<file path="src/rtl/hsel_pkg.sv">
package hsel_pkg;

  typedef enum logic {
    LVL_DEV = 1'b0,
    LVL_ACT = 1'b1
  } level_e;

  typedef enum logic [1:0] {
    OPT_ON   = 2'd0,
    OPT_OFF  = 2'd1,
    OPT_BACK = 2'd2
  } opt_e;

  // next highlighted action option, cycling on -> off -> back -> on
  function automatic opt_e opt_after(opt_e cur);
    case (cur)
      OPT_ON:  return OPT_OFF;
      OPT_OFF: return OPT_BACK;
      default: return OPT_ON;
    endcase
  endfunction

  // an option that issues a command when confirmed
  function automatic logic opt_is_cmd(opt_e cur);
    return (cur == OPT_ON) || (cur == OPT_OFF);
  endfunction

endpackage

</file>
<file path="src/rtl/hsel_decode.sv">
module hsel_decode (
  input  logic       dec_valid,
  input  logic [1:0] dec_class,
  output logic       step_evt,
  output logic       conf_evt
);
  // exactly one class bit must be set for the strobe to count
  always_comb begin
    step_evt = dec_valid && (dec_class == 2'b01);
    conf_evt = dec_valid && (dec_class == 2'b10);
  end
endmodule

</file>
<file path="src/rtl/hsel_dev_ptr.sv">
module hsel_dev_ptr #(
  parameter int NUM_DEV = 4,
  parameter int DEV_W   = 2
) (
  input  logic             clk,
  input  logic             rst_n,
  input  logic             adv,
  output logic [DEV_W-1:0] dev_q
);
  localparam logic [DEV_W-1:0] LAST_IDX = DEV_W'(NUM_DEV - 1);

  function automatic logic [DEV_W-1:0] dev_after(logic [DEV_W-1:0] cur);
    if (cur == LAST_IDX) return '0;
    return cur + 1'b1;
  endfunction

  always_ff @(posedge clk) begin
    if (!rst_n)   dev_q <= '0;
    else if (adv) dev_q <= dev_after(dev_q);
  end
endmodule

</file>
<file path="src/rtl/hsel_act_ptr.sv">
module hsel_act_ptr
  import hsel_pkg::*;
(
  input  logic clk,
  input  logic rst_n,
  input  logic adv,
  input  logic clear,
  output opt_e opt_q
);
  always_ff @(posedge clk) begin
    if (!rst_n)     opt_q <= OPT_ON;
    else if (clear) opt_q <= OPT_ON;
    else if (adv)   opt_q <= opt_after(opt_q);
  end
endmodule

</file>
<file path="src/rtl/home_menu_ctrl.sv">
module home_menu_ctrl
  import hsel_pkg::*;
#(
  parameter int NUM_DEV = 4,
  parameter int DEV_W   = (NUM_DEV > 1) ? $clog2(NUM_DEV) : 1
) (
  input  logic             clk,
  input  logic             rst_n,
  input  logic             dec_valid,
  input  logic [1:0]       dec_class,
  output logic             menu_level,
  output logic [DEV_W-1:0] cur_dev,
  output logic [1:0]       cur_opt,
  output logic             cmd_valid,
  output logic [DEV_W-1:0] cmd_dev,
  output logic             cmd_on
);
  // named internal events, visible to the bound checker
  logic step_evt, conf_evt;
  logic dev_adv, dev_sel, opt_adv, act_exec, cmd_fire;

  level_e           level_q;
  opt_e             opt_q;
  logic [DEV_W-1:0] dev_q;
  logic             cmd_valid_q, cmd_on_q;
  logic [DEV_W-1:0] cmd_dev_q;

  hsel_decode u_dec (
    .dec_valid (dec_valid),
    .dec_class (dec_class),
    .step_evt  (step_evt),
    .conf_evt  (conf_evt)
  );

  always_comb begin
    dev_adv  = step_evt && (level_q == LVL_DEV);
    dev_sel  = conf_evt && (level_q == LVL_DEV);
    opt_adv  = step_evt && (level_q == LVL_ACT);
    act_exec = conf_evt && (level_q == LVL_ACT);
    cmd_fire = act_exec && opt_is_cmd(opt_q);
  end

  hsel_dev_ptr #(.NUM_DEV(NUM_DEV), .DEV_W(DEV_W)) u_dev (
    .clk   (clk),
    .rst_n (rst_n),
    .adv   (dev_adv),
    .dev_q (dev_q)
  );

  hsel_act_ptr u_act (
    .clk   (clk),
    .rst_n (rst_n),
    .adv   (opt_adv),
    .clear (act_exec),
    .opt_q (opt_q)
  );

  always_ff @(posedge clk) begin
    if (!rst_n)        level_q <= LVL_DEV;
    else if (dev_sel)  level_q <= LVL_ACT;
    else if (act_exec) level_q <= LVL_DEV;
  end

  always_ff @(posedge clk) begin
    if (!rst_n) begin
      cmd_valid_q <= 1'b0;
      cmd_dev_q   <= '0;
      cmd_on_q    <= 1'b0;
    end else begin
      cmd_valid_q <= cmd_fire;
      if (cmd_fire) begin
        cmd_dev_q <= dev_q;
        cmd_on_q  <= (opt_q == OPT_ON);
      end
    end
  end

  assign menu_level = level_q;
  assign cur_dev    = dev_q;
  assign cur_opt    = opt_q;
  assign cmd_valid  = cmd_valid_q;
  assign cmd_dev    = cmd_dev_q;
  assign cmd_on     = cmd_on_q;
endmodule

</file>
<file path="config.mk">
export PLATFORM = sky130hd
export DESIGN_NAME = home_menu_ctrl
export DESIGN_NICKNAME = d
export VERILOG_FILES = /design/src/rtl/hsel_pkg.sv /design/src/rtl/hsel_decode.sv /design/src/rtl/hsel_dev_ptr.sv /design/src/rtl/hsel_act_ptr.sv /design/src/rtl/home_menu_ctrl.sv
export SDC_FILE = /design/constraint.sdc
export NUM_CORES = 1
export LEC_CHECK = 0
export BUFFER_PORTS_ARGS = -buffer_cell sky130_fd_sc_hd__clkbuf_2
export CORE_AREA = 2 2 39 41
export DETAILED_ROUTE_END_ITERATION = 12
export DIE_AREA = 0 0 41 43
export PLACE_DENSITY = 0.53
export SLEW_MARGIN = 30
export SYNTH_ARGS = -nofsm -noshare
export SYNTH_HDL_FRONTEND = slang
export SYNTH_SLANG_ARGS = --single-unit
</file>
<file path="constraint.sdc">
create_clock -name clk -period 2.44 [get_ports clk]
set_input_delay 0.488 -clock clk [delete_from_list [all_inputs] [get_ports clk]]
set_output_delay 0.488 -clock clk [all_outputs]
set_load 0.05 [all_outputs]
</file>
==> results.env <==
DIE_Y_UM=43
SYNTH_FLOP_CELL='sky130_fd_sc_hd__dfxtp_1'
CLK_LAT_WORST_SKEW_NS=0.26
MIN_PERIOD_OVER_PERIOD_PCT=60.1
CLOCK_SKEW_NS=0.00232
MAXIMUM_LEVEL_OF_THE_CTS_H_TREE=1
WIRE_PER_INST_UM=9.14
ROUTED_WL_UM=658
FINAL_COMMON_CELL='sky130_fd_sc_hd__clkbuf_2'
FP-ROW-COUNT=14
DRT-VIAS-PER-INSTANCE=4.51
CP_CELL_SEQUENCE='clkbuf_2'
SETUP_VIOLATIONS=0
MIN-DELAY-PATH-CLASS='flop to flop'
CTSRESIZECOUNT=0
SYNTH_ENABLE_FLOP_CELLS=0
DRIVE_GT1_SHARE_PCT=35.7
FIN_TNS_SETUP_NS=0
STATUS='finished clean'
YOSYS_WARNINGS=0
SYNTH.NET_COUNT=46
PWR_DENSITY_CELL_mW_PER_MM2=580
ANTENNA_CELLS=0
GP_ROUTABILITY_CONGESTION=0.580
SETUP.WORST_PATH.START_CLASS='flop'
MAX_STAGE_DELAY_NS=0.41
FMAX_GHz=0.682
LAYOUT.CELLS.MOST_COMMON_LIST='13 x sky130_fd_sc_hd__clkbuf_2, 9 x sky130_fd_sc_hd__dfxtp_1, 8 x sky130_fd_sc_hd__nand2_1'
CRITPATHKIND='flop to output port'
GRT_ANTENNA_BEFORE_REPAIR=0
GRT_REMAINING_OVERFLOW=0
ROUTED-VIA-COUNT=325
CRIT_PATH_MAX_FANOUT=5
MAXCAPVIOLATIONS=0
CRITICAL_PATH_REQUIRED_NS=1.95
FINALPOWER_mW=0.296
DRT_PRE_ANTENNA_ITERS=2
CRITICAL-PATH-SLOWEST-CELL='sky130_fd_sc_hd__dfxtp_1'
VDD.IR_DROP.WORST_mV=0.257
DIE-AREA_MM2=0.00176
CLOCK_TREE_FROM_TRITONCTS='yes'
AREA.GROWTH.SYNTH_TO_FINAL_PCT=26.7
GLOBALROUTETOTALUTIL_PCT=9.07
MAPPEDNETLISTAREA_UM2=403
CLOCKROOTBUFFER='sky130_fd_sc_hd__clkbuf_4'
DRT_FIRST_ITER_VIOLATIONS=7
TIMING_WORST_SLEW_PIN_VALUE_NS=0.282
POWER_LEAKAGE_nW=0.218
DRTANTENNAVIOLNETS=0
CLOCK-SINKS=9
SLEW-LIMIT-HEADROOM_PCT=81.3
POST-ROUTE-DRC-COUNT=0
HPWL_UM=508
TIMING.FINAL.MAX_SLEW_VIOLATIONS=0
SYNTH_AREA_PER_INST_UM2=10.1
PLACE.PORT_BUFFERS=13
FP.DIEW_UM=41
CORE-AREA_MM2=0.00138
GRT_PASS1_WL_UM=1060
SYNTH-SEQ-AREA-SHARE_PCT=44.7
WORST_SETUP_HOLD_PATH_CLK_SLEW_NS=0.06
FLOORPLAN.INITIALDENSITY_PCT=29.1
FINAL.FILL_COUNT=159
CTS_BUFFERS=3
CRITPATHCAPTURETYPE='output port'
SYNTH.FF_LATCH_COUNT=9
FINAL.MIN_CLOCK_PERIOD_NS=1.47
ASYNC_SET_OR_RESET_FLOP_FRACTION_IN_THE_SYNTHESIZED_NETLIST_PCT=0
MAX-CLOCK-PATH-BUFFERS=2
CTSHOLDBUFFERS=0
FIN_NETS=63
GRT_MAX_DEGREE=12
MULTIINPUTGATEAREA_UM2=219
CRITICAL_PATH.TOP_DELAY_FAMILY='flip-flops'
SYN_INST=40
FINALHOLDVIOLATIONS=0
SETUP_REPAIR_AFTER_GLOBAL_ROUTING_MISSED_ITS_MARGIN='no'
BOUNDARYPINS=14
CRITICAL_PATH.N_BUFFERS_INVERTERS=1
WORST-ENDPOINT-ARRIVAL_NS=0.98
NETLIST-CELL-TYPE-COUNT=19
FINAL-SEQ-AREA_UM2=180
FIRST_GLOBAL_VIAS=262
POST-CTS-SETUP-BUFFERS=0
-- kinds of logic (layout without fill, tap and decap cells) --
| kind of cell | Yosys count | after routing | synth area share, % |
|---|---|---|---|
| flip-flops | 9 | 9 | 44.7 |
| multiplexers | 5 | 5 | 12.4 |
| AND/OR/NAND/NOR | 21 | 21 | 33.2 |
| AO/OA/AOI/OAI | 2 | 2 | 3.42 |
| adder cells (fa/ha/maj) | 1 | 1 | 3.11 |
| buffers and inverters | 1 | 17 | 0.931 |
| XOR/XNOR | 1 | 1 | 2.17 |
-- Yosys cell counts (2+ instances only) --
cell                      number  share of area (%)
sky130_fd_sc_hd__nand2_1       8                7.5
sky130_fd_sc_hd__nor2b_1       2                3.1
sky130_fd_sc_hd__and2_1        2                3.1
sky130_fd_sc_hd__mux2i_1       5                 12
sky130_fd_sc_hd__dfxtp_1       9                 45
-- where the power goes --
part	leakage, nW	internal, mW	switching [mW]
clock network	0.0150	0.0629	0.0495
registers	0.0728	0.150	0.00308
logic	0.130	0.0117	0.0193
total	0.218	0.224	0.0718
-- state kept, by name, indices dropped and copies added (netlist names) --
| name | cells |
|---|---|
| u_dev.dev_q | 2 |
| cmd_dev | 2 |
| cmd_valid | 1 |
| u_act.opt_q | 2 |
| menu_level | 1 |
| cmd_on | 1 |
-- final timing paths --
check | startpoint | slack [ns] | cells past startpoint | endpoint
worst min register to register | cmd_dev[1] | 0.46 | 2 | cmd_dev[1]
worst min-delay path | cmd_dev[1] | 0.46 | 2 | cmd_dev[1]
worst max register to register | menu_level | 1.29 | 3 | u_act.opt_q[1]
worst max-delay path | menu_level | 0.97 | 1 | menu_level
-- stage by stage --
stage / setup slack [ns] / hold WS, ns / instances / area [um2] / utilization (%)
5_1_grt: 0.913 / 0.483 / 72 / 510 / 36.9
6_report: 0.973 / 0.458 / 72 / 510 / 36.9
3_5_place_dp: 1.04 / 0.448 / 68 / 484 / 35.0
2_1_floorplan: 1.00 / 0.644 / 40 / 403 / -
4_1_cts: 0.956 / 0.466 / 72 / 510 / 36.9
3_3_place_gp: 1.06 / 0.447 / 68 / 484 / 35.0
-- worst register-to-register path: stages (launching register included) --
cell and delay [ns]:
sky130_fd_sc_hd__dfxtp_1 0.41, sky130_fd_sc_hd__nand4b_2 0.16, sky130_fd_sc_hd__or3b_1 0.41, sky130_fd_sc_hd__a21oi_2 0.11
-- cell type report --
| class | count | share of cell area [%] |
|---|---|---|
| Clock buffer | 4 | 5.15 |
| Tap cell | 16 | 3.92 |
| Timing Repair Buffer | 13 | 12.7 |
| Sequential cell | 9 | 35.3 |
| Multi-Input combinational cell | 30 | 42.9 |
-- layer usage --
layer | up-vias | GRT usage, % | wire length, um
met5 | - | 0 | 0
met4 | 0 | 2.00 | 0
met3 | 0 | 7.85 | 51
met2 | 10 | 11.3 | 296
met1 | 146 | 11.7 | 311
li1 | 169 | - | -
Power figures use the tool's default switching activity.
